### config.mk
export PLATFORM = sky130hd
export DESIGN_NAME = apx_cfg_adder
export DESIGN_NICKNAME = d
export VERILOG_FILES = /design/src/rtl/apx_pkg.sv /design/src/rtl/apx_spec_stage.sv /design/src/rtl/apx_fix_stage.sv /design/src/rtl/apx_cfg_adder.sv
export SDC_FILE = /design/constraint.sdc
export NUM_CORES = 1
export LEC_CHECK = 0
export CORE_AREA = 2 2 140 142
export CTS_BUF_LIST = sky130_fd_sc_hd__clkbuf_8
export CTS_CLUSTER_SIZE = 10
export DETAILED_ROUTE_END_ITERATION = 16
export DIE_AREA = 0 0 142 144
export PLACE_DENSITY = 0.66
export SETUP_SLACK_MARGIN = 0.4
export SLEW_MARGIN = 25
export SYNTH_ARGS = -nofsm -noshare
export SYNTH_HDL_FRONTEND = slang
export SYNTH_HIERARCHICAL = 1
export SYNTH_SLANG_ARGS = --single-unit
export TNS_END_PERCENT = 10
### constraint.sdc
create_clock -name clk -period 2.3 [get_ports clk]
set_clock_uncertainty 0.05 [all_clocks]
set_input_delay 0.345 -clock clk [delete_from_list [all_inputs] [get_ports clk]]
set_output_delay 0.345 -clock clk [all_outputs]
set_load 0.02 [all_outputs]
### src/rtl/apx_pkg.sv
package apx_pkg;
   parameter int unsigned DEF_SEG_W   = 8;
   parameter int unsigned DEF_NUM_SEG = 4;

   function automatic bit is_pow2(int unsigned v);
      return (v != 0) && ((v & (v - 1)) == 0);
   endfunction
endpackage

### src/rtl/apx_spec_stage.sv
module apx_spec_stage #(
   parameter int unsigned SEG_W   = apx_pkg::DEF_SEG_W,
   parameter int unsigned NUM_SEG = apx_pkg::DEF_NUM_SEG,
   localparam int unsigned WIDTH  = SEG_W * NUM_SEG
) (
   input  logic               clk,
   input  logic               rst_n,
   input  logic               en,
   input  logic               i_vld,
   input  logic [WIDTH-1:0]   i_a,
   input  logic [WIDTH-1:0]   i_b,
   output logic               o_vld,
   output logic [WIDTH-1:0]   o_sum,
   output logic [NUM_SEG-1:0] o_gen,
   output logic               o_cry
);
   logic [WIDTH-1:0]   loc_sum;
   logic [NUM_SEG-1:0] loc_gen;

   // each segment added on its own, carry-in zero
   for (genvar s = 0; s < NUM_SEG; s++) begin : g_seg
      logic [SEG_W:0] part;
      assign part = {1'b0, i_a[s*SEG_W +: SEG_W]} + {1'b0, i_b[s*SEG_W +: SEG_W]};
      assign loc_sum[s*SEG_W +: SEG_W] = part[SEG_W-1:0];
      assign loc_gen[s] = part[SEG_W];
   end

   always_ff @(posedge clk) begin
      if (!rst_n) begin
         o_vld <= 1'b0;
         o_sum <= '0;
         o_gen <= '0;
         o_cry <= 1'b0;
      end else if (en) begin
         o_vld <= i_vld;
         o_sum <= loc_sum;
         o_gen <= loc_gen;
         o_cry <= loc_gen[0];   // segment 0 is exact: its carry is the true one
      end
   end
endmodule

### src/rtl/apx_fix_stage.sv
module apx_fix_stage #(
   parameter int unsigned SEG_W   = apx_pkg::DEF_SEG_W,
   parameter int unsigned NUM_SEG = apx_pkg::DEF_NUM_SEG,
   parameter int unsigned IDX     = 1,
   localparam int unsigned WIDTH  = SEG_W * NUM_SEG
) (
   input  logic               clk,
   input  logic               rst_n,
   input  logic               en,
   input  logic               i_vld,
   input  logic [WIDTH-1:0]   i_sum,
   input  logic [NUM_SEG-1:0] i_gen,
   input  logic               i_cry,
   output logic               o_vld,
   output logic [WIDTH-1:0]   o_sum,
   output logic [NUM_SEG-1:0] o_gen,
   output logic               o_cry
);
   logic [SEG_W:0]   bumped;
   logic [WIDTH-1:0] nxt_sum;
   logic             nxt_cry;

   // add the true carry from below; carry out is the segment's own
   // generate or an overflow of the increment
   assign bumped  = {1'b0, i_sum[IDX*SEG_W +: SEG_W]} + (SEG_W+1)'(i_cry);
   assign nxt_cry = i_gen[IDX] | bumped[SEG_W];

   always_comb begin
      nxt_sum = i_sum;
      nxt_sum[IDX*SEG_W +: SEG_W] = bumped[SEG_W-1:0];
   end

   always_ff @(posedge clk) begin
      if (!rst_n) begin
         o_vld <= 1'b0;
         o_sum <= '0;
         o_gen <= '0;
         o_cry <= 1'b0;
      end else if (en) begin
         o_vld <= i_vld;
         o_sum <= nxt_sum;
         o_gen <= i_gen;
         o_cry <= nxt_cry;
      end
   end
endmodule

### src/rtl/apx_cfg_adder.sv
module apx_cfg_adder #(
   parameter int unsigned SEG_W   = apx_pkg::DEF_SEG_W,
   parameter int unsigned NUM_SEG = apx_pkg::DEF_NUM_SEG,
   localparam int unsigned WIDTH  = SEG_W * NUM_SEG,
   localparam int unsigned MODE_W = $clog2(NUM_SEG)
) (
   input  logic              clk,
   input  logic              rst_n,
   input  logic              in_valid,
   input  logic [WIDTH-1:0]  a,
   input  logic [WIDTH-1:0]  b,
   input  logic [MODE_W-1:0] mode,
   output logic              out_valid,
   output logic [WIDTH:0]    result
);
   if (NUM_SEG < 2 || !apx_pkg::is_pow2(NUM_SEG)) begin : g_bad_seg
      $error("NUM_SEG must be a power of two, at least 2");
   end
   if (SEG_W < 1) begin : g_bad_w
      $error("SEG_W must be at least 1");
   end

   localparam logic [MODE_W-1:0] LAST = MODE_W'(NUM_SEG - 1);

   logic [MODE_W-1:0]  act_mode;
   logic [MODE_W-1:0]  last_idx;
   logic               take;
   logic               busy;
   logic [NUM_SEG-1:0] st_en;
   logic [NUM_SEG-1:0] st_vld;
   logic [NUM_SEG-1:0] st_cry;
   logic [WIDTH-1:0]   st_sum [NUM_SEG];
   logic [NUM_SEG-1:0] st_gen [NUM_SEG];

   assign last_idx = LAST - act_mode;
   assign take     = in_valid && (mode == act_mode);
   assign busy     = |st_vld;

   always_comb begin
      for (int k = 0; k < NUM_SEG; k++) begin
         st_en[k] = (MODE_W'(k) <= last_idx);
      end
   end

   // mode switch only once every stage has drained
   always_ff @(posedge clk) begin
      if (!rst_n) begin
         act_mode <= '0;
      end else if (!busy && (mode != act_mode)) begin
         act_mode <= mode;
      end
   end

   apx_spec_stage #(.SEG_W(SEG_W), .NUM_SEG(NUM_SEG)) u_spec (
      .clk   (clk),
      .rst_n (rst_n),
      .en    (st_en[0]),
      .i_vld (take),
      .i_a   (a),
      .i_b   (b),
      .o_vld (st_vld[0]),
      .o_sum (st_sum[0]),
      .o_gen (st_gen[0]),
      .o_cry (st_cry[0])
   );

   for (genvar k = 1; k < NUM_SEG; k++) begin : g_fix
      apx_fix_stage #(.SEG_W(SEG_W), .NUM_SEG(NUM_SEG), .IDX(k)) u_fix (
         .clk   (clk),
         .rst_n (rst_n),
         .en    (st_en[k]),
         .i_vld (st_vld[k-1]),
         .i_sum (st_sum[k-1]),
         .i_gen (st_gen[k-1]),
         .i_cry (st_cry[k-1]),
         .o_vld (st_vld[k]),
         .o_sum (st_sum[k]),
         .o_gen (st_gen[k]),
         .o_cry (st_cry[k])
      );
   end

   // top bit: true carry once the top segment is repaired, else its local carry
   assign out_valid = st_vld[last_idx];
   assign result    = {(last_idx == LAST) ? st_cry[last_idx] : st_gen[last_idx][NUM_SEG-1],
                       st_sum[last_idx]};
endmodule


# Word-level counts from Yosys, hierarchy flattened
# Index checks and enable logic that the tools add are counted.
[word_totals]
reg_bits = 154
wordCells = 53
out_inout_bits = 34
[classes]
order_cmp = 6
eq_ne = 3
n_mux = 11
n_addsub = 8
n_reduce_logical = 4
n_bitwise = 4
[op_table]
columns = ["operator", "count"]
rows = [
  ["32-bit binary-select mux with 2-bit select", 1],
  ["32-bit 2-to-1 mux", 2],
  ["8-bit by 8-bit adder with 9-bit output", 4],
  ["8-bit by 1-bit adder with 9-bit output", 3],
  ["4-bit binary-select mux with 2-bit select", 1],
  ["4-bit 2-to-1 mux", 2],
  ["1-bit binary-select mux with 2-bit select", 2],
  ["1-bit by 2-bit less-or-equal comparator with 1-bit output (first input constant)", 2],
  ["2-bit less-or-equal comparator (first input constant)", 2],
  ["4-bit OR reduction", 1],
  ["3-bit >= comparator (second input constant)", 1],
  ["2-bit by 3-bit < comparator with 1-bit output (second input constant)", 1],
  ["1-bit 2-to-1 mux", 3],
  ["2-bit NOT with 3-bit output", 1],
  ["1-bit bitwise OR", 3],
  ["2-bit equality test", 1],
  ["2-bit equality test (second input constant)", 1],
  ["1-bit logical AND", 2],
  ["2-bit != test", 1],
  ["2-bit subtractor (first input constant)", 1],
  ["1-bit logical NOT", 1],
]

# Longest topological paths before layout
# Gate-level depths: netlist (run 1).
[depth]
depth_word = 6
ltp_mapped = 7
ltp_nobuf = 7

# Cells and area by module
# Netlist (run 1), hierarchy kept.
[by_module_without_submodules]
columns = ["module", "seq_area_each_um2", "cells_each", "area_per_inst_um2", "n_inst"]
rows = [
  ["apx_fix_stage", 760.7, 142, 1522.7, 3],
  ["apx_spec_stage", 740.7, 319, 2807.7, 1],
  ["apx_cfg_adder", 40.0, 58, 964.7, 1],
]

# Worst setup path before layout (run 1)
# No wires, ideal clock.
[synth_timing]
path_kind = "input -> register"
startpoint = "input a[8]"
endpoint = "register u_spec.o_sum[14]"
stages = 6
setup_time_ns = 0.063
slack_ns = 0.495
required_time_ns = 2.187
arrival_ns = 1.693
path_cell_list = "ha_1 -> fa_1 -> a21o_1 -> a311o_1 -> a21oi_1 -> nand3b_1"
[synth_between]
elab_chain_len = 1
[synth_lines]
columns = ["element", "line_no", "text"]
rows = [
  ["from (decl)", "apx_cfg_adder.sv:10", "input logic [WIDTH-1:0] a,"],
  ["8-bit by 8-bit adder with 9-bit output", "apx_spec_stage.sv:23", "assign part = {1'b0, i_a[s*SEG_W +: SEG_W]} + {1'b0, i_b[s*SEG_W +: SEG_W]};"],
  ["to (signal assigned)", "apx_spec_stage.sv:36", "o_sum <= loc_sum;"],
  ["to (decl)", "apx_spec_stage.sv:13", "output logic [WIDTH-1:0] o_sum,"],
]
# Every way passes these cells.
# A chain may end at the register's enable or synchronous reset.

# Worst setup path after layout (run 1)
[layout_timing]
startpoint = "register act_mode[0]"
endpoint = "output result[6]"
[layout_between]
elab_chain_len = 5
[layout_lines]
columns = ["element", "line_no", "text"]
rows = [
  ["from (decl)", "apx_cfg_adder.sv:25", "logic [MODE_W-1:0] act_mode;"],
  ["from (signal assigned)", "apx_cfg_adder.sv:50", "act_mode <= mode;"],
  ["2-bit subtractor", "apx_cfg_adder.sv:35", "assign last_idx = LAST - act_mode;"],
  ["2-bit NOT with 3-bit output (not written as such)", "apx_cfg_adder.sv:86", "st_sum[last_idx]};"],
  ["32-bit binary-select mux with 2-bit select", "apx_cfg_adder.sv:86", ""],
  ["32-bit 2-to-1 mux (not written as such) (2 in series)", "apx_cfg_adder.sv:86", ""],
  ["to (decl)", "apx_cfg_adder.sv:14", "output logic [WIDTH:0] result"],
]
# Every way passes these cells. The select of a mux whose other input is x is not followed.

==> impl.org, run 1 <==
** Run status
- The run finished with clean final reports.

** Setup path
- The setup path with the least slack is of type flip-flop to output port.
- Critical path data arrival time :: approximately 1.8 ns
- The critical path contains buffers and inverters numbering 3 combined.
- Critical Path End Type :: output port
- Broken down by cell family, the worst path's largest delay share belongs to multiplexers.
- For this run, the slowest stage of the critical path takes roughly 0.53 ns.
- Cell with the largest stage delay on the worst path :: sky130_fd_sc_hd__mux4_2
- Required time of the critical path :: roughly 1.9 ns
- In this run the critical register-to-register path is launched from act_mode[0].
- STA classifies the critical path startpoint as a flip-flop.
- Launch point of the critical path :: act_mode[0]
- The critical path goes through buf_12 -> buf_16 -> mux4_2 -> buf_6.
- Crit-path max FO :: 8

** Placed design
- Prior to clock tree synthesis, the placed netlist has a worst setup slack of 0.00305 ns.
- After detailed placement, the design holds a cell count of 1089.
- Cell area after placement :: 9330 sq um
- At the end of routability-driven placement, the weighted congestion stood at roughly 0.75.
- Port buffering added roughly 100 buffers.
- The HPWL after detailed placement is 13400 um.

** Timing
- Setup slack closes at 0.0860 ns.
- Final critical-path share of the clock period :: 96.3%
- For the pin with the worst max-slew slack, the measured transition is approximately 0.7 ns.
- Final setup violation count :: 0
- The final hold violation count is 0.
- Time the worst path needs with I/O delays and setup :: around 2.2 ns
- Headroom to the max-slew limit came out at a little over half.
- Adding up every negative setup slack in the final design gives 0 ns.
- Slew Viols, Final :: 0
- Unrepaired setup endpoints after global routing :: true
- Timing-limited maximum frequency :: between 0.4 and 0.5 GHz

** Pwr
- Cell leakage power :: 0.00418 uW
- PwrDens :: 632 nW/um^2
- IR analysis of the VDD net gives a maximum drop of 0.000327 V.

** Global route
- The first global-routing pass estimated ~30000 um of wire.
- Global routing consumed, over all layers together, 18.9% of the routing resources.
- The number of global-route vias before repair came to 5661.
- The initial antenna violation count was 0.
- Entering global routing, the biggest net connects 91 pins.
- Summed over all layers, the global routing overflow is 0.

** Route
- The routed layout has about 6200 vias.
- Final routed wire length divided by cell count :: 16.8 um
- In the routed layout, each cell is associated on average with a via count of around 5.5.
- After detailed routing, the number of remaining DRC violations is 0.
- Summed over all layers, the routed wires come to 18900 um.
- After the first detailed-routing iteration, the DRC count stood at 280.
- Once detail routing completed, the nets flagged for antenna violations numbered 0.
- 1st-pass router iterations :: 4

** CTS
- At the later pin of the worst-skew pair, clock insertion delay measures 0.46 ns.
- Clock tree synthesis found a total of 144 sinks.
- Clock tree synthesis inserted a total of 17 buffers.
- Bufs on Longest Clock Path :: 2
- Clk pin slew, worst setup/hold paths :: 0.08 ns
- In this run the number of H-tree levels came out at 4.
- TritonCTS built the clock tree.
- The tree is rooted in a sky130_fd_sc_hd__clkbuf_8.

** Floorplan
- Chip Width :: 142 um
- The region available for standard cell placement spans around 19000 sq um.
- Die ar. :: 20400 sq um
- For this configuration, the core starts out at a cell density of 42.0%.
- Die Ht :: 144 um
- Ports :: 103
- The floorplan has 51 rows.

** Synthesis
- Counting every net in the synthesized netlist gives 886.
- Dividing the synthesized area by the synthesized cell count gives slightly above 10 sq um.
- Synthesis produced 775 cells.
- Post-Syn Area :: 8010 sq um
- Yosys Warn Count :: 6

** Layout
- For this run, the post-layout net count is 987.
- Fraction of final layout cells with drive strength greater than 1 :: 16.3%
- Compared with the post-synthesis result, the final layout area differs by 22.0%.
- The count of cells in the finished layout, fillers not included, comes to 1127.
- Fill cells :: 1730
- Total area of multi-input combinational cells :: 4770 sq um
- Summing all flip-flop and latch instances after layout gives 2890 sq um.
- After routing the design area is ~10000 sq um.
- The number of antenna diodes in the final layout is 0.

** Min path
- The min-delay analysis places its worst path in the category input port to flip-flop.
- Beginning of the worst hold path :: rst_n

** Job
- The tool flagged a number of max-cap violations equal to 0.
## metal layers
layer | track usage (%) | up-vias | wire length, um
li1 | - | 3065 | -
met1 | 28.0 | 2993 | 9740
met2 | 27.7 | 135 | 8070
met3 | 3.77 | 21 | 853
met4 | 5.63 | 0 | 260
met5 | 0 | - | 0
## worst reg2reg max path, cell delays in order (launching register included)
cell,delay (ns)
sky130_fd_sc_hd__dfxtp_4,0.39
sky130_fd_sc_hd__buf_12,0.14
sky130_fd_sc_hd__buf_16,0.14
sky130_fd_sc_hd__buf_4,0.15
sky130_fd_sc_hd__nor2_4,0.33
sky130_fd_sc_hd__buf_4,0.33
sky130_fd_sc_hd__mux2i_1,0.24
sky130_fd_sc_hd__nor2b_1,0.06
## power by group
| group | total [uW] | leakage [uW] | switching (uW) | internal (uW) |
|---|---|---|---|---|
| Combinational | 1250 | 0.00277 | 596 | 658 |
| Sequential | 2810 | 0.00118 | 160 | 2660 |
| Clock | 2100 | 0.000233 | 941 | 1160 |
| Total | 6170 | 0.00418 | 1700 | 4470 |
## cell type report
cell class                      instances  area share (%)
Multi-Input combinational cell        562            48.9
Sequential cell                       144            29.6
Timing Repair Buffer                  135            13.7
Tap cell                              238            3.05
Clock buffer                           21            2.96
Clock inverter                         11            1.26
Inverter                               16           0.615
## placed cells by master, fill, tap and decap left out, types with 20 or more instances in the layout
master and count:
sky130_fd_sc_hd__nand3_1 33, sky130_fd_sc_hd__clkbuf_8 21, sky130_fd_sc_hd__dfxtp_1 142, sky130_fd_sc_hd__mux4_2 34
sky130_fd_sc_hd__clkdlybuf4s50_1 67, sky130_fd_sc_hd__buf_2 20, sky130_fd_sc_hd__ha_1 38, sky130_fd_sc_hd__inv_1 21
sky130_fd_sc_hd__nand2_1 37, sky130_fd_sc_hd__buf_4 23, sky130_fd_sc_hd__mux2i_1 98, sky130_fd_sc_hd__o21ai_0 35
sky130_fd_sc_hd__nor2b_1 100
## flip-flops by register name (all words and copies together) (netlist names)
| name | count |
|---|---|
| g_fix.u_fix/o_vld | 3 |
| act_mode | 2 |
| g_fix.u_fix/o_sum | 96 |
| u_spec/o_sum | 32 |
| g_fix.u_fix/o_cry | 3 |
| u_spec/o_gen | 4 |
| u_spec/o_vld | 1 |
| g_fix.u_fix/o_gen | 3 |
## per-stage QoR
step	hold slack [ns]	power (uW)	utilization (%)
after detailed placement	0.433	4100	48.9
after global routing	0.392	6460	51.2
after floorplan	0.400	3630	-
after CTS	0.339	6200	51.0
after global placement	0.425	4080	48.9
final	0.349	6170	51.2
## what timing repair did
action                                  in CTS  in global routing
gates cloned                                 2                  0
hold buffers                                 0                  0
setup buffers                                4                  0
endpoints found under the setup margin      34                 84
resized for setup                          150                 10
## path summary, 6_finish.rpt
kind | endpoint | slack, ns | depth (start not counted)
max | result[6] | 0.09 | 4
min | u_spec/o_sum[11] | 0.35 | 4
max reg2reg | g_fix[3].u_fix/o_sum[11] | 0.37 | 7
min reg2reg | g_fix[3].u_fix/o_sum[26] | 0.45 | 1
Power figures use the tool's default switching activity.
==> run 2, diff against run 1 <==
Settings changed: CTS_CLUSTER_DIAMETER set to 40.
==> results of run 2 <==
No change in the layout: final DEF, timing and power equal those of run 1.
==> run 3, diff against run 2 <==
Settings changed: ABC_CLOCK_PERIOD_IN_PS set to 2500, GPL_TIMING_DRIVEN set to 0.
Clock period 2.3 ns to 2.5 ns, I/O delays scaled along.
==> impl.org, run 3 (synthesized netlist as in run 1, its figures left out) <==
** Layout
- Count of inserted antenna diode cells :: 0
- The top cell types in the final layout, fill and taps aside, are 143 x sky130_fd_sc_hd__dfxtp_1, 100 x sky130_fd_sc_hd__nor2b_1, 98 x sky130_fd_sc_hd__mux2i_1.
- Total area of multi-input combinational cells :: 4760 sq um
- Fraction of final layout cells with drive strength greater than 1 :: ~16%
- The sequential cells in the finished layout cover a total of 2890 sq um.
- Largest register FFs :: 96
- Measured on the finished design, the core utilization comes to 51.2%.
- The count of cells in the finished layout, fillers not included, comes to between 1000 and 1500.
- Most common cell after layout, fill and taps aside :: sky130_fd_sc_hd__dfxtp_1
- The largest registers in the layout are g_fix.u_fix/o_sum x96, u_spec/o_sum x32, u_spec/o_gen x4.
- Signed area change from the synthesized netlist to the final layout :: 21.9%
- Nets :: 1014
- After filler insertion, the fill cell instance count of the layout stands at 1737.
- Design area :: 9760 sq um
- Register containing the most flip-flops in the final layout :: g_fix.u_fix/o_sum

** Timing
- Headroom to the max-slew limit came out at 59.8%.
- Slew @ Worst Pin :: roughly 0.6 ns
- Setup repair after global routing could not meet its margin everywhere.
- Fin. Hold Viols :: 0
- Final setup violation count :: 0
- Slew Viols, Final :: 0
- Timing-limited maximum frequency :: about 0.44 GHz
- Final critical-path share of the clock period :: between 90% and 100%
- The worst path needs 2.27 ns of the cycle, external delays included.

** Setup path
- Critical Path End Type :: output port
- Critical path data arrival time :: 1.84 ns
- CP startpoint kind :: flip-flop
- Of all nets on the critical path, the largest fanout is 8.
- The setup path with the least slack is of type flip-flop to output port.
- Required time of the critical path :: roughly 2.1 ns

** Route
- The final route contains roughly 6400 vias.
- Total routed wirelength :: 20900 um
- Final routed DRC violation total :: 0
- Detailed-route vias per instance :: 5.53
- Final routed wire length divided by cell count :: about 18 um
- 1st-pass router iterations :: 5
- After the first detailed-routing iteration, the DRC count stood at ~260.
- Once detail routing completed, the nets flagged for antenna violations numbered 0.

** Global route
- Number of antenna violations at the first check in global routing :: 0
- Global routing finished with a remaining overflow of 0.
- The number of global-route vias before repair came to 5980.
- Global routing consumed, over all layers together, approximately a fifth of the routing resources.
- Entering global routing, the biggest net connects 17 pins.
- Wire length of the first global-routing pass :: 32700 um

** CTS
- CTS Root Buffer Type :: sky130_fd_sc_hd__clkbuf_8
- TritonCTS clock tree :: built
- Clk pin slew, worst setup/hold paths :: 0.08 ns
- Number of CTS-inserted buffers :: 17
- In this run, post-CTS hold repair placed 0 buffers.
- Worst skew pair latency :: 0.45 ns
- Number of sinks on the clock net :: about 140
- Bufs on Longest Clock Path :: 2
- The clock tree synthesis step divided the H-tree into 4 levels.

** Floorplan
- Die ar. :: 20400 sq um
- Once the floorplan was initialized, standard cells occupied 42.0% of the core.
- Ports :: 103
- Chip Width :: 142 um
- Number of rows created at floorplan :: 51
- Die Ht :: approximately 140 um
- Floorplan Core Area :: between 15000 and 20000 sq um

** Placed design
- The HPWL after detailed placement is 15500 um.
- Routability-driven placement finished with a final weighted congestion of just over 0.8.
- Cell Count Post-Placement :: 1115
- Once placement finished, the instance area stood at 9330 sq um.
- Port buffer count :: 102

** Run status
- The flow ran to the end, and the final reports show no timing, DRC or antenna violations.

** Pwr
- Total Power Consumption :: 5520 uW
- Peak supply drop :: 0.000342 V
- Cell leakage power :: 0.00418 uW
- For this design the ratio of total power to cell area is 566 nW/um^2.

** Min path
- The min-delay analysis places its worst path in the category flip-flop to flip-flop.

** Job
- Max capacitance violation total :: 0
## run 3: final timing paths
check	start	end	slack [ns]	cells after the start
hold reg to reg	g_fix[3].u_fix/o_sum[26]	g_fix[3].u_fix/o_sum[26]	0.45	1
setup / recovery	act_mode[0]	result[5]	0.23	4
hold / removal	g_fix[3].u_fix/o_sum[26]	g_fix[3].u_fix/o_sum[26]	0.45	1
setup reg to reg	act_mode[1]	g_fix[3].u_fix/o_sum[18]	0.76	7
## run 3: critical path, stage by stage (launching register included)
cell and delay, ns:
sky130_fd_sc_hd__dfxtp_4 0.37, sky130_fd_sc_hd__buf_12 0.16, sky130_fd_sc_hd__buf_12 0.14, sky130_fd_sc_hd__mux4_2 0.53, sky130_fd_sc_hd__buf_2 0.18
## run 3: final cells by class
cell class                      instances  area share, %
Inverter                               16          0.615
Tap cell                              238           3.05
Timing Repair Buffer                  109           10.6
Buffer                                 53           3.44
Clock buffer                           26           3.67
Sequential cell                       144           29.6
Clock inverter                          6          0.282
Multi-Input combinational cell        562           48.8
## run 3: per-layer routing
layer,routed length [um],vias to the layer above,part of all wire (%),global-route usage [%]
met5,0,-,0,0
met4,372,0,1.8,7.84
met3,1030,28,4.9,3.68
met2,9580,184,46,33.7
met1,9920,3052,47,28.3
li1,-,3120,-,-
## run 3: what timing repair did
action,in CTS,in global routing
setup buffers,4,1
endpoints found under the setup margin,34,37
resized for setup,126,19
cloned,1,1
## run 3: power by group
group | switching (uW) | internal, uW
sequential | 155 | 2440
clock | 861 | 914
combinational | 564 | 585
total | 1580 | 3940
## run 3: through the flow
step | TNS (ns) | hold WS, ns | setup WS [ns]
after floorplan | 0 | 0.400 | 0.665
after global placement | 0 | 0.426 | 0.00296
after detailed placement | -0.00589 | 0.426 | -0.00589
after CTS | 0 | 0.450 | 0.194
after global routing | 0 | 0.466 | 0.196
final | 0 | 0.450 | 0.231
